## src/rtl/xbus_pkg.sv

```systemverilog
package xbus_pkg;
    localparam int DW = 32;
    localparam int HW = 16;

    typedef enum logic [1:0] {
        ST_IDLE   = 2'd0,
        ST_ACCESS = 2'd1,
        ST_GAP    = 2'd2
    } xbus_state_e;
endpackage

```

## src/rtl/xbus_bank_decode.sv

```systemverilog
module xbus_bank_decode #(
    parameter int NB = 8,
    parameter int AW = 32,
    localparam int IW = $clog2(NB)
) (
    input  logic [AW-1:0]    addr,
    input  logic [NB-1:0]    en,
    input  logic [NB*AW-1:0] base,
    input  logic [NB*AW-1:0] mask,
    output logic             hit,
    output logic [IW-1:0]    idx
);
    logic [NB-1:0] match;

    for (genvar g = 0; g < NB; g++) begin : g_win
        assign match[g] = en[g] &&
            (((addr ^ base[g*AW +: AW]) & mask[g*AW +: AW]) == '0);
    end

    // lowest matching index takes priority
    always_comb begin
        hit = 1'b0;
        idx = '0;
        for (int i = NB - 1; i >= 0; i--) begin
            if (match[i]) begin
                hit = 1'b1;
                idx = IW'(i);
            end
        end
    end
endmodule

```

## src/rtl/xbus_wait_timer.sv

```systemverilog
module xbus_wait_timer #(
    parameter int WW = 4,
    parameter int TW = 8,
    localparam int CW = (WW > TW) ? WW : TW
) (
    input  logic          clk,
    input  logic          rst_n,
    input  logic          active,
    input  logic          paced,
    input  logic          rdy,
    input  logic [WW-1:0] limit,
    input  logic [TW-1:0] tmo,
    output logic          done,
    output logic          expired
);
    logic [CW-1:0] cnt;

    assign done    = active && (paced ? rdy : (cnt == CW'(limit)));
    assign expired = active && paced && !rdy && (cnt == CW'(tmo));

    always_ff @(posedge clk or negedge rst_n) begin
        if (!rst_n)                         cnt <= '0;
        else if (!active || done || expired) cnt <= '0;
        else                                cnt <= cnt + 1'b1;
    end
endmodule

```

## src/rtl/xbus_beat_addr.sv

```systemverilog
module xbus_beat_addr #(
    parameter int AW = 32,
    parameter int LB = 2
) (
    input  logic [AW-3:0] word_addr,
    input  logic [LB-1:0] kw,
    input  logic          half,
    input  logic          wrap,
    input  logic          wide,
    output logic [LB-1:0] widx,
    output logic [AW-1:0] addr
);
    assign widx = wrap ? (word_addr[LB-1:0] + kw) : kw;
    assign addr = {word_addr[AW-3:LB], widx, half & ~wide, 1'b0};
endmodule

```

## src/rtl/xbus_bank_ctrl.sv

```systemverilog
module xbus_bank_ctrl
    import xbus_pkg::*;
#(
    parameter int NB   = 8,
    parameter int AW   = 32,
    parameter int LINE = 4,
    parameter int WW   = 4,
    parameter int TW   = 8,
    localparam int LB  = $clog2(LINE),
    localparam int IW  = $clog2(NB)
) (
    input  logic             clk,
    input  logic             rst_n,
    input  logic             req_valid,
    output logic             req_ready,
    input  logic             req_we,
    input  logic             req_fill,
    input  logic [AW-1:0]    req_addr,
    input  logic [DW-1:0]    req_wdata,
    output logic             resp_valid,
    output logic             resp_err,
    output logic             resp_last,
    output logic [LB-1:0]    resp_widx,
    output logic [DW-1:0]    resp_rdata,
    input  logic [NB-1:0]    cfg_en,
    input  logic [NB*AW-1:0] cfg_base,
    input  logic [NB*AW-1:0] cfg_mask,
    input  logic [NB-1:0]    cfg_wide,
    input  logic [NB-1:0]    cfg_paced,
    input  logic [NB-1:0]    cfg_burst,
    input  logic [NB-1:0]    cfg_twf,
    input  logic [NB*WW-1:0] cfg_wait,
    input  logic [NB*WW-1:0] cfg_bwait,
    input  logic [TW-1:0]    cfg_tmo,
    output logic [NB-1:0]    ext_cs,
    output logic             ext_oe,
    output logic             ext_we,
    output logic [AW-1:0]    ext_addr,
    output logic [DW-1:0]    ext_dout,
    input  logic [DW-1:0]    ext_din,
    input  logic             ext_rdy
);
    xbus_state_e st, st_nx;

    logic          dec_hit;
    logic [IW-1:0] dec_idx;
    logic [IW-1:0] bank_r;
    logic          we_r, fill_r, wide_r, paced_r, burst_r, wrap_r, first_r, half;
    logic [WW-1:0] wait_r, bwait_r;
    logic [AW-3:0] waddr_r;
    logic [DW-1:0] wdata_r;
    logic [HW-1:0] lo_r;
    logic [LB-1:0] kw, bw_widx;
    logic [AW-1:0] bw_addr;
    logic          tmr_done, tmr_exp, word_end, beat_final, accept;
    logic          unused_lo;

    assign unused_lo  = ^req_addr[1:0];
    assign accept     = (st == ST_IDLE) && req_valid;
    assign word_end   = wide_r || half;
    assign beat_final = word_end && (!fill_r || kw == LB'(LINE - 1));

    xbus_bank_decode #(.NB(NB), .AW(AW)) u_dec (
        .addr(req_addr), .en(cfg_en), .base(cfg_base), .mask(cfg_mask),
        .hit(dec_hit), .idx(dec_idx)
    );

    xbus_wait_timer #(.WW(WW), .TW(TW)) u_tmr (
        .clk(clk), .rst_n(rst_n), .active(st == ST_ACCESS),
        .paced(paced_r), .rdy(ext_rdy),
        .limit((burst_r && !first_r) ? bwait_r : wait_r),
        .tmo(cfg_tmo), .done(tmr_done), .expired(tmr_exp)
    );

    xbus_beat_addr #(.AW(AW), .LB(LB)) u_baddr (
        .word_addr(waddr_r), .kw(kw), .half(half), .wrap(wrap_r),
        .wide(wide_r), .widx(bw_widx), .addr(bw_addr)
    );

    // state register
    always_ff @(posedge clk or negedge rst_n) begin
        if (!rst_n) st <= ST_IDLE;
        else        st <= st_nx;
    end

    // transitions: accept, miss, finish, expire, burst_next, single_next, resume
    always_comb begin
        st_nx = st;
        unique case (st)
            ST_IDLE:   if (req_valid && dec_hit) st_nx = ST_ACCESS;
            ST_ACCESS: begin
                if (tmr_exp)       st_nx = ST_IDLE;
                else if (tmr_done) st_nx = beat_final ? ST_IDLE :
                                           (burst_r ? ST_ACCESS : ST_GAP);
            end
            ST_GAP:    st_nx = ST_ACCESS;
            default:   st_nx = ST_IDLE;
        endcase
    end

    // request context, beat position and response registers
    always_ff @(posedge clk or negedge rst_n) begin
        if (!rst_n) begin
            bank_r <= '0; we_r <= 1'b0; fill_r <= 1'b0; wide_r <= 1'b0;
            paced_r <= 1'b0; burst_r <= 1'b0; wrap_r <= 1'b0; first_r <= 1'b0;
            half <= 1'b0; kw <= '0; wait_r <= '0; bwait_r <= '0;
            waddr_r <= '0; wdata_r <= '0; lo_r <= '0;
            resp_valid <= 1'b0; resp_err <= 1'b0; resp_last <= 1'b0;
            resp_widx <= '0; resp_rdata <= '0;
        end else begin
            resp_valid <= 1'b0;
            if (accept && !dec_hit) begin
                resp_valid <= 1'b1; resp_err <= 1'b1; resp_last <= 1'b1;
                resp_widx  <= '0;   resp_rdata <= '0;
            end else if (accept) begin
                bank_r  <= dec_idx;
                we_r    <= req_we;
                fill_r  <= req_fill & ~req_we;
                wrap_r  <= cfg_twf[dec_idx] | ~(req_fill & ~req_we);
                wide_r  <= cfg_wide[dec_idx];
                paced_r <= cfg_paced[dec_idx];
                burst_r <= cfg_burst[dec_idx];
                wait_r  <= cfg_wait[dec_idx*WW +: WW];
                bwait_r <= cfg_bwait[dec_idx*WW +: WW];
                waddr_r <= req_addr[AW-1:2];
                wdata_r <= req_wdata;
                kw <= '0; half <= 1'b0; first_r <= 1'b1;
            end else if (tmr_exp) begin
                resp_valid <= 1'b1; resp_err <= 1'b1; resp_last <= 1'b1;
                resp_rdata <= '0;
            end else if (tmr_done) begin
                first_r <= 1'b0;
                if (!we_r && !word_end) lo_r <= ext_din[HW-1:0];
                if (word_end) begin
                    resp_valid <= 1'b1;
                    resp_err   <= 1'b0;
                    resp_last  <= beat_final;
                    resp_widx  <= bw_widx;
                    resp_rdata <= we_r   ? '0 :
                                  wide_r ? ext_din : {ext_din[HW-1:0], lo_r};
                    kw   <= kw + 1'b1;
                    half <= 1'b0;
                end else begin
                    half <= 1'b1;
                end
            end
        end
    end

    // pin and handshake outputs
    always_comb begin
        req_ready = (st == ST_IDLE);
        ext_cs    = '0;
        ext_oe    = 1'b0;
        ext_we    = 1'b0;
        ext_addr  = '0;
        ext_dout  = '0;
        if (st == ST_ACCESS) begin
            ext_cs[bank_r] = 1'b1;
            ext_oe   = !we_r;
            ext_we   = we_r;
            ext_addr = bw_addr;
            if (we_r)
                ext_dout = wide_r ? wdata_r :
                           {{(DW-HW){1'b0}}, half ? wdata_r[DW-1:HW] : wdata_r[HW-1:0]};
        end
    end
endmodule

```

## config.mk

```make
export PLATFORM = sky130hd
export DESIGN_NAME = xbus_bank_ctrl
export DESIGN_NICKNAME = d
export VERILOG_FILES = /design/src/rtl/xbus_pkg.sv /design/src/rtl/xbus_bank_decode.sv /design/src/rtl/xbus_wait_timer.sv /design/src/rtl/xbus_beat_addr.sv /design/src/rtl/xbus_bank_ctrl.sv
export SDC_FILE = /design/constraint.sdc
export NUM_CORES = 1
export LEC_CHECK = 0
export BUFFER_PORTS_ARGS = -buffer_cell sky130_fd_sc_hd__buf_2
export CORE_AREA = 2 2 329 331
export DETAILED_ROUTE_END_ITERATION = 8
export DIE_AREA = 0 0 331 333
export SLEW_MARGIN = 20
export SYNTH_ARGS = -nofsm -noshare
export SYNTH_HDL_FRONTEND = slang
export SYNTH_SLANG_ARGS = --single-unit
```

## constraint.sdc

```tcl
create_clock -name clk -period 4.4 [get_ports clk]
set_input_delay 0.88 -clock clk [delete_from_list [all_inputs] [get_ports clk]]
set_output_delay 0.88 -clock clk [all_outputs]
set_load 0.1 [all_outputs]
```

[Yosys cells after proc, flatten, opt, wreduce, memory -nomap -nowiden]
Cells that the tools add are included.
Cells by class
  bitwise operators: 25
  reductions and logical operators: 52
  $lt $le $gt $ge: 3
  $add $sub $neg: 3
  shift-type cells: 2
  multiplexer cells: 82
  eq/ne operators: 10
Operator list (number)
  32-bit 2-to-1 mux: 11
  32-bit AND: 8
  32-bit zero test: 8
  32-bit bitwise XOR: 8
  32-bit by 6-bit variable part select with 4-bit output: 2
  1-bit 2-to-1 mux: 38
  2-bit 2-to-1 mux: 15
  3-bit 2-to-1 mux: 8
  1-bit logical AND: 19
  16-bit 2-to-1 mux: 1
  8-bit 2-to-1 mux: 2
  1-bit binary-select mux with 3-bit select: 4
  8-bit by 1-bit adder with 8-bit output, second input constant: 1
  8-bit by 4-bit == test with 1-bit output: 1
  8-bit == test: 1
  3-bit by 4-bit < comparator with 1-bit output, second input constant: 2
  4-bit AND reduction: 2
  2-bit nonzero test: 4
  1-bit zero test: 7
  1-bit NOT: 6
  2-bit one-hot mux with 3 select lines: 1
  3-bit AND reduction: 2
  3-bit nonzero test: 2
  5-bit AND reduction: 1
  15 further kinds: 23
Storage, ports and cells
  input port bits: 726
  output and inout bits: 112
  register bits after elaboration: 146

[Depth between registers and ports, before layout]
  depth in word-level cells: 16
  depth in mapped cells: 13

[By module]
Synthesis repeated with hierarchy kept, for this count alone.
Unflattened totals
  cells, all modules: 1338
  area total of the unflattened synthesis: 11725.0 sq um
By module, submodules not included
  xbus_bank_ctrl: times used 1, area each 7120.6 sq um, cells an instance 776, seq. area each 3453.3 sq um
  xbus_bank_decode: times used 1, area each 3791.1 sq um, cells an instance 470, seq. area each 0.0 sq um
  xbus_wait_timer: times used 1, area each 525.5 sq um, cells an instance 54, seq. area each 200.2 sq um
  xbus_beat_addr: times used 1, area each 287.8 sq um, cells an instance 38, seq. area each 0.0 sq um

[Least setup slack after synthesis]
OpenSTA, ideal clock, no wires.
  path type: register -> output
  start point: register st[1]
  end point: output port ext_cs[0]
  arrival time: 3529 ps
  slack: -9 ps
  data required time: 3520 ps
  path buffers: 1
  cell stages (with the launch flop): 4
  cell sequence: dfrtp_1 -> nand2b_1 -> clkbuf_1 -> nor4_1
On the way
  word-level cells in the longest chain between the ends: 2
RTL lines
  start: declaration: line xbus_bank_ctrl.sv:43  | xbus_state_e st, st_nx;
  start signal: assignment: line xbus_bank_ctrl.sv:83  | else st <= st_nx;
  2-bit by 1-bit == test with 1-bit output: line xbus_bank_ctrl.sv:158  | if (st == ST_ACCESS) begin
  8-bit 2-to-1 mux: line xbus_bank_ctrl.sv:158
  end: declaration: line xbus_bank_ctrl.sv:35  | output logic [NB-1:0] ext_cs,
Every way passes these cells.

[Final worst setup path]
  start point: input port req_addr[2]
  end point: register wrap_r
On the way
  word-level cells in the longest chain between the ends: 16
RTL lines
  start: declaration: line xbus_bank_ctrl.sv:18  | input logic [AW-1:0] req_addr,
  branches (longest 16 deep; another with 32-bit bitwise XOR)
  end signal: assignment: line xbus_bank_ctrl.sv:119  | wrap_r <= cfg_twf[dec_idx] | ~(req_fill & ~req_we);
  end: declaration: line xbus_bank_ctrl.sv:48  | logic we_r, fill_r, wide_r, paced_r, burst_r, wrap_r, first_r, half;
Parallel ways; which one is timed is not known. The select of a mux whose other input is x is not followed.
A chain may end at the register's enable or synchronous reset.

==> results.cfg <==
[finish]
drive_gt1_share_pct = 46.4
fill_cells = 12046
synthToLayoutAreaGrowth_pct = 55.5
layout.nets = 2948
final_area_um2 = 19800
final_core_util_pct = 18.6

[timing]
maxSlewViolCount = 0
hold_viol = 0
fin_tns_setup_ps = 0
tightest_slew_ps = 1020
slew_headroom_pct = 31.8
fmax_ghz = 0.243
grt_setup_unrepaired = false
finalCritPeriodShare_pct = 93.7
finalSetupViolCount = 0
min_period_ps = 4120
skew_ps = 24.1
holdWs_ps = 477

[pwr]
power_density_nw_per_um2 = 222
total_power_w = 0.00439
peakVddDrop_uv = 295
p_leak_nw = 9.94

[floorplan]
row_count = 120
die_w_um = 331
die_area_um2 = 110000
fp.coreArea_um2 = 107000
io_pins = 838
initial_core_util_pct = 12.0
die_y_um = 333

[grt]
grt-ovfl-total = 0
use_met3_pct = 4.56
grt_use_met1_pct = 20.6
antenna_found_initial = 26
gr-max-usage-layer = met2
grt_usage_pct = 17.2
grt_pass1_wl_um = 129000
grt_pass1_vias = 16059
grt_max_degree = 95
met2_usage_pct = 28.5

[yosys]
syn_nets = 2076
yosysSeqAreaShare_pct = 28.7
synth_cell_types = 64
synth-edff-count = 0
yosysMostFrequentCell = xor2_1
synth_seq_cells = 146
synth_cells = 1347
synth_top_cell_area_share_pct = 28.7
synth_common_cells = xor2_1, a22oi_1, dfrtp_1, nand2_1, mux2i_1
synth_area_um2 = 12700
synthArstFlopShare_pct = 100
yosys_warnings = 0
yosys.area.top_type = dfrtp_1
synth_area_per_cell_um2 = 9.46
synth.top_cells.by_area = dfrtp_1, xor2_1, a22oi_1
synth_flop_cell = dfrtp_1

[worst_setup_path]
end_kind = register
cp_max_fo = 9
reg2reg_depth = 7
slowest_stage = a211oi_1
required_ps = 4820
cpLargestDelayFamily = compound AO/OA/AOI/OAI gates
worstPathCellList = buf_2, xor2_1, a22oi_2, nand4_1, or3_1, a211oi_1, o21bai_1, buf_4, a21oi_1, nor2_1, mux2i_1, buf_4, a31oi_1
worst-path-buf-inv = 3
critPathLaunchType = primary input
crit-reg2reg-capture = lo_r[4]
worstPathArrival_ps = 4540
r2r_start = burst_r
worstSetupPathType = primary input to register
cpMostUsedCell = buf_4
cp_slowest_stage_delay_ps = 810
reg2reg_slack_ps = 1400

[place]
gp_congestion = 1.07
port_buffers = 836
detailed_place_hpwl_um = 82300
post_dp_cell_area_um2 = 19100

[hold_path]
hold_path.class = primary input to async pin

[clock_tree]
cts-root-buf = clkbuf_16
clkTransAtPathRegs_ps = 80
post_cts_buffers = 0
ctsResizeCount = 0
cts_hold_buf = 0
htree_num_levels = 4
cts_tree = done
cts_made_buffers = 17
clk_latency_ps = 490
clock_sinks = 146
clockBufferDepth = 2

[detailed_routing]
wl_per_cell_um = 27.0
routed_wl_um = 98700
first_pass_iters = 8
drtAntennaViolNets = 0
vias_per_cell = 4.33
vias = 15813
drtIter0Drc = 1534
drc = 0

[run_status]
status = complete, no violations

[run]
maxCapViolCount = 0
-- stage by stage --
stage	cells	setup slack (ps)
finish	3655	279
floorplan	1347	479
detailed placement	3602	-476
CTS	3634	22.9
global route	3645	142
global placement	3600	-835
-- sequential cells by signal, indices dropped and copies added, names as in the netlist, 2 cells and up --
name,cells
lo_r,16
st,2
resp_rdata,32
bank_r,3
wait_r,4
waddr_r,30
u_tmr.cnt,8
bwait_r,4
kw,2
resp_widx,2
wdata_r,32
-- power by group --
part	switching, W	leakage (nW)	internal (W)
clock	0.000715	0.280	0.000851
combinational	0.000873	7.69	0.000562
sequential	0.0000221	1.97	0.00137
-- how the worst max path moves through the flow --
stage                     cells after the start         end  slack, ps         start
after floorplan                               4   ext_cs[2]        480         st[0]
after global placement                       16  bwait_r[2]       -840  req_addr[25]
after detailed placement                     16   wait_r[0]       -480   req_addr[7]
after CTS                                    16   wait_r[0]         20   req_addr[7]
after global routing                         16   wait_r[0]        140   req_addr[7]
final                                        13      wrap_r        280   req_addr[2]
-- cells in the final DEF (no fill, tap or decap), drive strengths merged, types with 4 or more instances in the layout --
cell	Yosys	final
or3	4	4
a21oi	40	40
and2	34	34
a221oi	15	15
a22o	17	17
and3	25	25
mux2i	85	85
o21ai	16	16
nor4	11	11
inv	11	16
nor2	27	27
nor3	20	20
and4	4	4
xor2	264	264
dfrtp	146	146
a22oi	186	186
a222oi	15	15
o2bb2ai	32	32
clkinvlp	0	4
buf	51	931
clkbuf	28	19
nand3	9	9
mux2	81	81
nand2	90	90
a21o	12	12
xnor2	12	12
diode	0	20
nand4	68	68
nor2b	5	5
-- per-layer routing --
metal / vias up / part of all wire (%)
met5: - / 0.080
met4: 12 / 5.2
met3: 231 / 8.5
met2: 1055 / 46
met1: 7640 / 40
li1: 6875 / -
-- cell families (layout without fill, tap and decap cells) --
family / Yosys count / count (layout) / synth area share [%]
AND/OR/NAND/NOR: 306 / 306 / 12.7
other: 1 / 21 / 0.0294
adder cells (fa/ha/maj): 3 / 3 / 0.295
AO/OA/AOI/OAI: 359 / 359 / 21.7
buffers and inverters: 90 / 975 / 3.82
flip-flops: 146 / 146 / 28.7
multiplexers: 166 / 166 / 13.8
XOR/XNOR: 276 / 276 / 19.0
-- layout make-up --
type,count,area (um^2),share of cell area (%)
Sequential cell,146,3650,18.4
Clock buffer,18,429,2.17
Clock inverter,14,173,0.872
Tap cell,1403,1760,8.86
Timing Repair Buffer,932,5060,25.5
Inverter,11,41.3,0.208
Antenna cell,20,50.0,0.253
Multi-Input combinational cell,1111,8650,43.7
No activity file was read; power rests on OpenSTA's default activity.
